==> src/rtl/sdram_init_pkg.sv <==
package sdram_init_pkg;

  // Command codes on {cs_n, ras_n, cas_n, we_n}
  typedef enum logic [3:0] {
    CMD_LMR  = 4'b0000,
    CMD_AREF = 4'b0001,
    CMD_PRE  = 4'b0010,
    CMD_NOP  = 4'b0111
  } sdr_cmd_e;

  // Address bit that selects all banks on precharge
  localparam int ALLBANK_BIT = 10;

  // Mode register fields
  localparam logic [2:0] MR_BURST_LEN  = 3'b001;
  localparam logic       MR_BURST_INTL = 1'b0;
  localparam logic [2:0] MR_CAS_LAT    = 3'b010;
  localparam logic [1:0] MR_OP_MODE    = 2'b00;
  localparam logic       MR_WR_SINGLE  = 1'b1;

  function automatic logic [11:0] mode_word();
    return {2'b00, MR_WR_SINGLE, MR_OP_MODE, MR_CAS_LAT, MR_BURST_INTL, MR_BURST_LEN};
  endfunction

endpackage

==> src/rtl/sdram_gap_timer.sv <==
module sdram_gap_timer #(
  parameter int CW = 8
) (
  input  logic          clk,
  input  logic          rst,
  input  logic          load,
  input  logic [CW-1:0] load_val,
  output logic          zero
);

  logic [CW-1:0] cnt_q;

  always_ff @(posedge clk) begin
    if (rst) begin
      cnt_q <= '0;
    end else if (load) begin
      cnt_q <= load_val;
    end else if (cnt_q != '0) begin
      cnt_q <= cnt_q - 1'b1;
    end
  end

  assign zero = (cnt_q == '0);


  early_issue_chk: assert property (@(posedge clk) disable iff (rst)
    load |-> zero);

endmodule

==> src/rtl/sdram_init_fsm.sv <==
module sdram_init_fsm
  import sdram_init_pkg::*;
#(
  parameter int PWRUP_CYC = 8400,
  parameter int T_RP      = 2,
  parameter int T_RC      = 6,
  parameter int T_MRD     = 2,
  parameter int NUM_AREF  = 5,
  parameter int CW        = 14
) (
  input  logic          clk,
  input  logic          rst,
  input  logic          tmr_zero,
  output logic          tmr_load,
  output logic [CW-1:0] tmr_val,
  output logic          cke_on,
  output logic          cmd_issue,
  output sdr_cmd_e      cmd_kind,
  output logic          done
);

  localparam int AW = (NUM_AREF > 1) ? $clog2(NUM_AREF) : 1;
  localparam logic [AW-1:0] AREF_LAST = AW'(NUM_AREF - 1);

  typedef enum logic [2:0] {
    ST_START, ST_PRE, ST_AREF, ST_LMR, ST_MRD, ST_RUN
  } seq_state_e;

  seq_state_e    st_q, st_d;
  logic [AW-1:0] aref_q, aref_d;
  logic          done_q, done_set;

  always_comb begin
    st_d      = st_q;
    aref_d    = aref_q;
    tmr_load  = 1'b0;
    tmr_val   = '0;
    cke_on    = 1'b0;
    cmd_issue = 1'b0;
    cmd_kind  = CMD_NOP;
    done_set  = 1'b0;
    unique case (st_q)
      ST_START: begin
        cke_on   = 1'b1;
        tmr_load = 1'b1;
        tmr_val  = CW'(PWRUP_CYC - 1);
        st_d     = ST_PRE;
      end
      ST_PRE: if (tmr_zero) begin
        cmd_issue = 1'b1;
        cmd_kind  = CMD_PRE;
        tmr_load  = 1'b1;
        tmr_val   = CW'(T_RP - 1);
        aref_d    = '0;
        st_d      = ST_AREF;
      end
      ST_AREF: if (tmr_zero) begin
        cmd_issue = 1'b1;
        cmd_kind  = CMD_AREF;
        tmr_load  = 1'b1;
        tmr_val   = CW'(T_RC - 1);
        if (aref_q == AREF_LAST) st_d = ST_LMR;
        else                     aref_d = aref_q + 1'b1;
      end
      ST_LMR: if (tmr_zero) begin
        cmd_issue = 1'b1;
        cmd_kind  = CMD_LMR;
        tmr_load  = 1'b1;
        tmr_val   = CW'(T_MRD - 1);
        st_d      = ST_MRD;
      end
      ST_MRD: if (tmr_zero) begin
        done_set = 1'b1;
        st_d     = ST_RUN;
      end
      default: ;
    endcase
  end

  always_ff @(posedge clk) begin
    if (rst) begin
      st_q   <= ST_START;
      aref_q <= '0;
      done_q <= 1'b0;
    end else begin
      st_q   <= st_d;
      aref_q <= aref_d;
      done_q <= done_q | done_set;
    end
  end

  assign done = done_q;


  done_sticky_chk: assert property (@(posedge clk) disable iff (rst)
    done_q |=> done_q);


  quiet_after_done_chk: assert property (@(posedge clk) disable iff (rst)
    done_q |-> !cmd_issue);

endmodule

==> src/rtl/sdram_cmd_drive.sv <==
module sdram_cmd_drive
  import sdram_init_pkg::*;
#(
  parameter int ADDR_W = 12,
  parameter int BA_W   = 2
) (
  input  logic              clk,
  input  logic              rst,
  input  logic              cke_on,
  input  logic              issue,
  input  sdr_cmd_e          kind,
  output logic              cke,
  output logic [3:0]        cmd,
  output logic [BA_W-1:0]   ba,
  output logic [ADDR_W-1:0] addr
);

  logic [ADDR_W-1:0] addr_d;
  logic [ADDR_W-1:0] mode_ext;

  generate
    if (ADDR_W >= 12) begin : g_mode_wide
      assign mode_ext = ADDR_W'(mode_word());
    end else begin : g_mode_narrow
      logic [11:0] mw;
      assign mw       = mode_word();
      assign mode_ext = mw[ADDR_W-1:0];
    end
  endgenerate

  always_comb begin
    addr_d = '0;
    if (issue) begin
      unique case (kind)
        CMD_PRE: addr_d[ALLBANK_BIT] = 1'b1;
        CMD_LMR: addr_d = mode_ext;
        default: addr_d = '0;
      endcase
    end
  end

  always_ff @(posedge clk) begin
    if (rst) begin
      cke  <= 1'b0;
      cmd  <= CMD_NOP;
      ba   <= '0;
      addr <= '0;
    end else begin
      if (cke_on) cke <= 1'b1;
      cmd  <= issue ? kind : CMD_NOP;
      ba   <= '0;
      addr <= addr_d;
    end
  end


  cke_hold_chk: assert property (@(posedge clk) disable iff (rst)
    cke |=> cke);


  cmd_needs_cke_chk: assert property (@(posedge clk) disable iff (rst)
    (cmd != CMD_NOP) |-> cke);

endmodule

==> src/rtl/sdram_refresh_timer.sv <==
module sdram_refresh_timer #(
  parameter int REF_PERIOD = 1292
) (
  input  logic clk,
  input  logic rst,
  input  logic en,
  output logic pulse
);

  localparam int RW = $clog2(REF_PERIOD);
  localparam logic [RW-1:0] WRAP = RW'(REF_PERIOD - 1);

  logic [RW-1:0] cnt_q;

  always_ff @(posedge clk) begin
    if (rst || !en) begin
      cnt_q <= '0;
      pulse <= 1'b0;
    end else if (cnt_q == WRAP) begin
      cnt_q <= '0;
      pulse <= 1'b1;
    end else begin
      cnt_q <= cnt_q + 1'b1;
      pulse <= 1'b0;
    end
  end


  single_pulse_chk: assert property (@(posedge clk) disable iff (rst)
    pulse |=> !pulse);

endmodule

==> src/rtl/sdram_init_seq.sv <==
module sdram_init_seq
  import sdram_init_pkg::*;
#(
  parameter int ADDR_W     = 12,
  parameter int BA_W       = 2,
  parameter int PWRUP_CYC  = 8400,
  parameter int T_RP       = 2,
  parameter int T_RC       = 6,
  parameter int T_MRD      = 2,
  parameter int NUM_AREF   = 5,
  parameter int REF_PERIOD = 1292
) (
  input  logic              clk,
  input  logic              rst,
  output logic              mem_cke,
  output logic              mem_cs_n,
  output logic              mem_ras_n,
  output logic              mem_cas_n,
  output logic              mem_we_n,
  output logic [BA_W-1:0]   mem_ba,
  output logic [ADDR_W-1:0] mem_addr,
  output logic              init_done,
  output logic              refresh_req
);

  localparam int G1     = (T_RP > T_RC) ? T_RP : T_RC;
  localparam int G2     = (G1 > T_MRD) ? G1 : T_MRD;
  localparam int MAXGAP = (PWRUP_CYC > G2) ? PWRUP_CYC : G2;
  localparam int CW     = $clog2(MAXGAP + 1);

  logic          tmr_load, tmr_zero, cke_on, cmd_issue;
  logic [CW-1:0] tmr_val;
  sdr_cmd_e      cmd_kind;
  logic [3:0]    cmd_bus;

  sdram_init_fsm #(
    .PWRUP_CYC(PWRUP_CYC), .T_RP(T_RP), .T_RC(T_RC), .T_MRD(T_MRD),
    .NUM_AREF(NUM_AREF), .CW(CW)
  ) i_fsm (
    .clk(clk), .rst(rst), .tmr_zero(tmr_zero), .tmr_load(tmr_load),
    .tmr_val(tmr_val), .cke_on(cke_on), .cmd_issue(cmd_issue),
    .cmd_kind(cmd_kind), .done(init_done)
  );

  sdram_gap_timer #(.CW(CW)) i_timer (
    .clk(clk), .rst(rst), .load(tmr_load), .load_val(tmr_val), .zero(tmr_zero)
  );

  sdram_cmd_drive #(.ADDR_W(ADDR_W), .BA_W(BA_W)) i_drive (
    .clk(clk), .rst(rst), .cke_on(cke_on), .issue(cmd_issue), .kind(cmd_kind),
    .cke(mem_cke), .cmd(cmd_bus), .ba(mem_ba), .addr(mem_addr)
  );

  sdram_refresh_timer #(.REF_PERIOD(REF_PERIOD)) i_refresh (
    .clk(clk), .rst(rst), .en(init_done), .pulse(refresh_req)
  );

  assign {mem_cs_n, mem_ras_n, mem_cas_n, mem_we_n} = cmd_bus;


  refresh_after_done_chk: assert property (@(posedge clk) disable iff (rst)
    refresh_req |-> init_done);


  nop_after_done_chk: assert property (@(posedge clk) disable iff (rst)
    $past(init_done) |-> (cmd_bus == CMD_NOP && mem_addr == '0));

endmodule

==> config.mk <==
export PLATFORM = sky130hd
export DESIGN_NAME = sdram_init_seq
export DESIGN_NICKNAME = d
export VERILOG_FILES = /design/src/rtl/sdram_init_pkg.sv /design/src/rtl/sdram_gap_timer.sv /design/src/rtl/sdram_init_fsm.sv /design/src/rtl/sdram_cmd_drive.sv /design/src/rtl/sdram_refresh_timer.sv /design/src/rtl/sdram_init_seq.sv
export SDC_FILE = /design/constraint.sdc
export NUM_CORES = 1
export LEC_CHECK = 0
export CAP_MARGIN = 20
export CORE_MARGIN = 2
export CORE_UTILIZATION = 40
export DETAILED_ROUTE_END_ITERATION = 12
export GPL_TIMING_DRIVEN = 0
export SLEW_MARGIN = 25
export SYNTH_ARGS = -nofsm -noshare
export SYNTH_HDL_FRONTEND = slang
export SYNTH_SLANG_ARGS = --single-unit
==> constraint.sdc <==
create_clock -name clk -period 2.4 [get_ports clk]
set_input_delay 0.48 -clock clk [delete_from_list [all_inputs] [get_ports clk]]
set_output_delay 0.48 -clock clk [all_outputs]
set_load 0.01 [all_outputs]
==> summary by stage, run 1 <==
Critical path
The dominant delay contributor by cell family on the critical path is simple AND/OR/NAND/NOR gates. On the worst path, the slowest cell contributes a delay of 0.53 ns. The maximum fanout encountered on the critical timing path is 10. The critical path goes through inv_1, ha_1, or4b_4, nor4_4, buf_6, a21oi_2, a211oi_2. STA puts the critical path data required time at 2.62 ns. The startpoint class of the critical path is a register. On the critical path, the stage with the largest delay is an instance of sky130_fd_sc_hd__or4b_4. The signal arrival time at the worst endpoint is 2.46 ns. The type of the worst setup path is reg2reg. The number of buffers and inverters on the critical path is 2. The endpoint class of the critical path is a register.

Yosys
After synthesis the netlist holds a flip-flop and latch count of 39. Of the post-synthesis cell area, the dominant cell type holds 38.40%. The sequential element share of the synthesized area is 38.40%.

The synthesized design spends more area on one cell type than any other, namely sky130_fd_sc_hd__dfxtp_1. Synthesis produced a netlist whose cell count is 223. Among all flip-flop cells after synthesis, the most frequent one is sky130_fd_sc_hd__dfxtp_1.

Of all flip-flops after synthesis, the portion carrying an async set or reset was 0%. The area of the mapped netlist is 0.002033 mm^2. The number of flops mapped to enable cells by yosys is 0. The synthesized netlist contains 54 unique library cells. Sorting the synthesized cells by area gives the leading types as sky130_fd_sc_hd__dfxtp_1 38%, sky130_fd_sc_hd__buf_4 5.5%, sky130_fd_sc_hd__nor2_1 4.6%. The Yosys step of the flow raised 0 warnings. Dividing the synthesized area by the synthesized cell count gives 9.117 um^2.

Power and ir drop
In this run, the clock network consumes 38.4% of the power. The switching power summed over all nets is 377.5 uW. IR analysis of the VDD net gives a maximum drop of 0.3745 mV. The fraction of power consumed by sequential logic is 46.7%. The proportion of power drawn by combinational gates is 14.8%. Summed over all cells, the static leakage comes to 0.0008721 uW. The net switching fraction of the power is 25.40%. The internal portion of the total power is 1109 uW.

Dividing total power by cell area gives a power density of 619.2 mW/mm^2. The design draws 1486 uW.

Clocking
The clock-pin transition on the worst setup and hold timing paths is 0.08 ns. CTS built an H-tree with a depth of 2. The clock drives 39 sinks. Counting the buffers created by CTS gives 5.

The later pin in the worst-skew pair is clocked with a latency of 0.29 ns. TritonCTS built the clock tree. The clock passes through at most 2 buffers. After clock tree synthesis, the flow added hold-fix buffers numbering 0. The tree is rooted in a sky130_fd_sc_hd__clkbuf_8.

Floorplan
The count of standard-cell rows is 25. The vertical die dimension is 75.30 um. The overall die area is 0.005669 mm^2. The initial standard-cell utilization of the core is 42.21%.

The die width is 75.30 um. The core box area is 0.004817 mm^2. The I/O pin count is 23.

Timing
Setup repair after global routing left no endpoint under its margin. The final max-slew violation count is 0. The time the final worst path needs with I/O delays and setup is 2.247 ns. In this run the tightest slew margin relative to its limit is 65.47%. Static timing analysis puts the maximum clock frequency at 445.0 MHz. Adding up every negative setup slack in the final design gives 0 ns.

The hold violation count in the final report was 0. The clock skew after layout is 0.002545 ns. The slew at the pin with the worst max-slew slack is 0.5133 ns.

The worst path uses 93.63% of the clock period. The final number of setup-violating endpoints is 0.

Drt
The total detailed-routing wirelength is 4033 um. In this run, the number of DRC markers left after iteration 0 of detailed routing was 49. The first-pass detailed-route iteration total is 4. In the routed design, unresolved DRC markers number 0. The total number of vias is 1630.

The mean number of vias per cell is 5.094. The final routed wire length divided by cell count is 12.60 um. The detail route stage leaves a number of antenna-violating nets equal to 0.

Final layout
The number of antenna repair diodes is 0. The number of fill cells in the layout is 468. Leaving out fill and tap cells, the most frequent cells in the layout are 39 x sky130_fd_sc_hd__dfxtp_1, 25 x sky130_fd_sc_hd__nor2_1, 17 x sky130_fd_sc_hd__buf_4, 15 x sky130_fd_sc_hd__nand2_1, 11 x sky130_fd_sc_hd__conb_1. The net count reported at finish is 258.

The area growth from synthesis to layout is 18.03%. The share of final-layout standard cells stronger than drive strength 1 is 22.53%. Leaving out fill and tap cells, the most frequent cell in the layout is sky130_fd_sc_hd__dfxtp_1.

Min path
The worst min-delay path class is in2reg.

Placement
The final weighted congestion in routability-driven placement is 0.7663. The quantity of I/O buffers inserted on ports is 10. The post-DP HPWL is 2843 um.

GRT
The initial antenna violation count came to 0. The largest net degree at the start of global routing is 13. The via count of the first global-routing pass is 1437. Global routing consumed, over all layers together, 15.13% of the routing resources. The total overflow left after global routing is 0. The wire length of the first global-routing pass is 6568 um.

Outcome
The flow ran to the end, and the final reports show no timing, DRC or antenna violations.

Job
Across the run, the number of max-cap violations was 0.
## cells in the mapped netlist (3+ instances only)
cell and n:
sky130_fd_sc_hd__dfxtp_1 39, sky130_fd_sc_hd__nor2_1 25, sky130_fd_sc_hd__buf_4 15, sky130_fd_sc_hd__nand2_1 15
sky130_fd_sc_hd__a21oi_1 11, sky130_fd_sc_hd__nor3_1 9, sky130_fd_sc_hd__xnor2_1 7, sky130_fd_sc_hd__inv_1 6
sky130_fd_sc_hd__a31oi_1 5, sky130_fd_sc_hd__buf_6 5, sky130_fd_sc_hd__nor4_1 5, sky130_fd_sc_hd__ha_1 4
sky130_fd_sc_hd__nand3_1 4, sky130_fd_sc_hd__o41ai_1 4, sky130_fd_sc_hd__or4_1 4, sky130_fd_sc_hd__a211oi_1 3
sky130_fd_sc_hd__a211oi_2 3, sky130_fd_sc_hd__clkbuf_1 3, sky130_fd_sc_hd__o21ai_0 3, sky130_fd_sc_hd__o31ai_1 3
sky130_fd_sc_hd__or3_2 3, sky130_fd_sc_hd__xor2_1 3
## path summary, 6_finish.rpt
path / cells after the start / slack [ns] / endpoint / from
max: 7 / 0.15 / i_fsm.st_q[0] / i_timer.cnt_q[0]
min reg2reg: 2 / 0.45 / i_drive.cke / i_drive.cke
max reg2reg: 7 / 0.15 / i_fsm.st_q[0] / i_timer.cnt_q[0]
min: 2 / 0.40 / i_timer.cnt_q[5] / rst
## kinds of logic after synthesis
logic type / after synthesis / synth area share (%)
multiplexers: 2 / 0.9847
other: 1 / 0.1844
buffers and inverters: 32 / 11.69
adder cells (fa/ha/maj): 4 / 2.462
AO/OA/AOI/OAI: 43 / 15.51
flip-flops: 39 / 38.40
XOR/XNOR: 10 / 4.308
AND/OR/NAND/NOR: 92 / 26.46
## timing repair
action / 4_1_cts / 5_1_grt
hold endpoints to repair: 0 / 0
setup buffers: 0 / 2
endpoints found under the setup margin: 7 / 18
pin swaps: 0 / 1
gates resized for setup: 1 / 1
## power by group through the flow
stage,logic [uW],registers (uW),clock network (uW)
6_report,221,694,571
2_1_floorplan,174,704,0
3_5_place_dp,213,708,0
5_1_grt,244,698,607
3_3_place_gp,211,708,0
4_1_cts,215,693,586
## registers in the layout (all words and copies together), names as in the netlist
signal	count
i_timer.cnt_q	14
i_refresh.cnt_q	11
i_drive.cmd	3
i_fsm.aref_q	3
i_fsm.st_q	3
i_drive.addr	2
i_drive.cke	1
i_fsm.done	1
i_refresh.pulse	1
## stage by stage
stage	instances	instance area [um^2]	utilization, %	worst slack, ns	hold slack (ns)
5_1_grt	320	2400	49.82	0.02118	0.4035
2_1_floorplan	233	2071	-	0.4869	0.4176
3_3_place_gp	310	2255	46.81	-0.07806	0.4303
3_5_place_dp	310	2255	46.81	-0.04452	0.4440
4_1_cts	318	2376	49.32	-0.01430	0.3996
6_report	320	2400	49.82	0.1530	0.3983
## routing by layer
metal | share of wire (%) | routed length, um | track usage (%) | vias to the layer above
met5 | 0 | 0 | 0 | -
met4 | 1.3 | 51 | 4.678 | 0
met3 | 3.3 | 135 | 3.571 | 6
met2 | 45 | 1812 | 24.44 | 24
met1 | 50 | 2033 | 20.15 | 757
li1 | - | - | - | 843
## area by class of cell
type	count	area, um^2	area share [%]
Tap cell	67	83.83	3.493
Buffer	26	215.2	8.968
Inverter	6	22.52	0.9385
Timing Repair Buffer	12	115.1	4.797
Clock buffer	6	82.58	3.441
Multi-Input combinational cell	162	1065	44.37
Sequential cell	39	780.7	32.53
Clock inverter	2	35.03	1.460
(Power assumes the default switching activity.)
==> run 2: changes to the inputs <==
Settings changed: CELL_PAD_IN_SITES_DETAIL_PLACEMENT set to 1, CELL_PAD_IN_SITES_GLOBAL_PLACEMENT set to 2, CORE_MARGIN 2 to 10, CORE_UTILIZATION 40 to 34, PLACE_DENSITY_LB_ADDON set to 0.1.
==> summary by stage, run 2 (synthesis gave the netlist of run 1 again) <==
Final layout
With fillers left out, the area of the finished cells amounts to 0.002417 mm^2. The largest registers in the layout are i_timer.cnt_q: 14 flops, i_refresh.cnt_q: 11 flops. The library cell used most frequently in the layout, excluding fill and tap cells, is sky130_fd_sc_hd__dfxtp_1. The library cells used most frequently in the layout, excluding fill and tap cells, are 39 x sky130_fd_sc_hd__dfxtp_1, 25 x sky130_fd_sc_hd__nor2_1, 16 x sky130_fd_sc_hd__buf_4, 15 x sky130_fd_sc_hd__nand2_1, 11 x sky130_fd_sc_hd__conb_1. The number of antenna diodes in the final layout is 0. The final layout contains 257 nets.

The number of flip-flops under the largest register name is 14. The area growth from synthesis to layout is 18.89%. The register with the most flip-flops is i_timer.cnt_q. In the final layout, the share of cells above drive strength 1 is 21.83%.

Drt
In the detailed route, the total length drawn on met2 is 2283 um. The number of DRC violations after detailed routing is 0. The highest layer used for signal routing is met4.

The final routed wire length divided by cell count is 14.64 um. In this run the remaining antenna-violating nets after routing total 0. The total number of vias is 1633. After detailed routing, the total wire length is 4786 um. Using the TritonRoute via totals, the vias-per-cell ratio works out to 4.994. For this run, the detailed router's first-pass iteration total came to 4. The wire length on met1 is 2297 um. The violation count after the first detailed-route iteration is 57. The routed length on met3 is 171 um.

Power and ir drop
The part of the power in the clock network is 41.8%. In this run, the combinational gates consume 14.2% of the power. The largest voltage drop on the vdd net is 0.2650 mV. The internal portion of the total power is 1187 uW. The net switching fraction of the power is 24.86%. The leakage power figure is 0.0008721 uW. For this design the total switching power over the nets is 392.6 uW. Power spread over the standard cell area amounts to 653.4 mW/mm^2.

Sequential cells burn 44.0% of the power.

Critical path
The cell at the slowest stage of the critical path is sky130_fd_sc_hd__or4b_4. Along the worst path, the maximum fanout reaches 10. Walking the worst path, the cells encountered are inv_1, ha_1, or4b_4, nor4_4, buf_6, a21oi_2, a211oi_2. The startpoint class of the critical path is a register. The cell family contributing the most delay on the critical path is simple AND/OR/NAND/NOR gates. The worst setup path is captured at a register. The required time of the critical path is 2.63 ns. Together, buffers and inverters on the worst path number 2. The type of the worst setup path is reg2reg. Data arrives at the worst endpoint at 2.45 ns.

For this run, the slowest stage of the critical path takes 0.54 ns.

Floorplan
The count of standard-cell rows is 28. The core box area is 0.005851 mm^2. The initial standard-cell utilization of the core is 34.75%. The vertical die dimension is 97.33 um. The die covers 0.009473 mm^2. The die is 97.33 um wide.

The I/O pin count is 23.

Clocking
The clock sink count is 39. The number of buffers created by CTS is 5. The clock latency reported for the late side of the worst-skew pair is 0.30 ns.

The post-cts hold buffer count is 0. After clock tree synthesis, the clock-pin slew on the worst setup and hold paths is 0.09 ns. TritonCTS built the clock tree.

In this run the deepest clock path goes through 2 buffers. CTS placed an instance of sky130_fd_sc_hd__clkbuf_8 at the clock tree root. The number of H-tree branching levels is 2.

Timing
Across the routed clock network, the largest skew measured is 0.009431 ns. The maximum achievable frequency is 449.4 MHz. The slew at the pin with the worst max-slew slack is 0.5721 ns. The worst-case headroom to the max-slew limit is 61.86%.

The final max-slew violation count came to 0. The hold violation count in the final report came to 0. The time the final worst path needs with I/O delays and setup is 2.225 ns. Dividing the final minimum period by the clock period gives 92.72%. Setup repair after global routing left no endpoint under its margin. The post-route worst hold slack is 0.3981 ns.

The final number of setup-violating endpoints is 0.

GRT
The initial antenna violation count is 0. Entering global routing, the biggest net connects 13 pins. For this run, the total global-route usage over all layers was measured as 10.33%. The overall overflow remaining after global route is 0. The via count of the first global-routing pass was 1651. The first global-routing pass estimated 8273 um of wire.

Placement
The congestion estimate from routability-driven global placement came to 0.7592. The post-DP HPWL is 3472 um. The quantity of I/O buffers inserted on ports is 10. The post-detailed-placement cell area is 0.002265 mm^2.

Job
The count of max-cap constraint violations is 0.

Min path
In this run the worst hold path is classified as in2reg.

Outcome
The run finished with clean final reports.
## run 2: stage by stage
step / util (%) / std cells / power, uW / setup WS, ns / TNS [ns]
3_3_place_gp: 38.71 / 318 / 926.1 / -0.08777 / -0.4967
3_5_place_dp: 38.71 / 318 / 927.6 / -0.05126 / -0.1978
5_1_grt: 41.32 / 327 / 1662 / 0.04166 / 0
2_1_floorplan: - / 233 / 878.0 / 0.4869 / 0
4_1_cts: 41.04 / 326 / 1592 / 0.01994 / 0
6_report: 41.32 / 327 / 1580 / 0.1748 / 0
## run 2: path summary, 6_finish.rpt
kind	slack, ns	start	cells after the start	end
max	0.17	i_timer.cnt_q[0]	7	i_fsm.st_q[0]
min	0.40	rst	2	i_timer.cnt_q[5]
max reg2reg	0.17	i_timer.cnt_q[0]	7	i_fsm.st_q[0]
min reg2reg	0.45	i_drive.cke	2	i_drive.cke
## run 2: cell type report
class                      instances  area, um^2
multi-input combinational        162        1065
tap                               75       93.84
clock inverter                     2       60.06
buffer                            26       215.2
clock buffer                       6       72.57
sequential                        39       780.7
timing repair buffer              11       107.6
fill                             683        3433
inverter                           6       22.52
## run 2: per-layer routing
| metal | track usage [%] | vias up |
|---|---|---|
| li1 | - | 840 |
| met1 | 12.52 | 773 |
| met2 | 16.92 | 15 |
| met3 | 3.201 | 5 |
| met4 | 3.356 | 0 |
| met5 | 0 | - |
## run 2: power by group through the flow
| stage | clock, uW | combinational, uW | sequential, uW |
|---|---|---|---|
| after floorplan | 0 | 174 | 704 |
| after global routing | 709 | 252 | 700 |
| after global placement | 0 | 218 | 708 |
| after CTS | 677 | 221 | 694 |
| final | 660 | 224 | 695 |
| after detailed placement | 0 | 218 | 709 |
## run 2: what timing repair did
item | CTS | global route
gates cloned | 0 | 0
pin swaps | 0 | 1
gates resized for setup | 1 | 1
hold endpoints to repair | 0 | 0
endpoints found under the setup margin | 6 | 15
setup buffers | 0 | 1
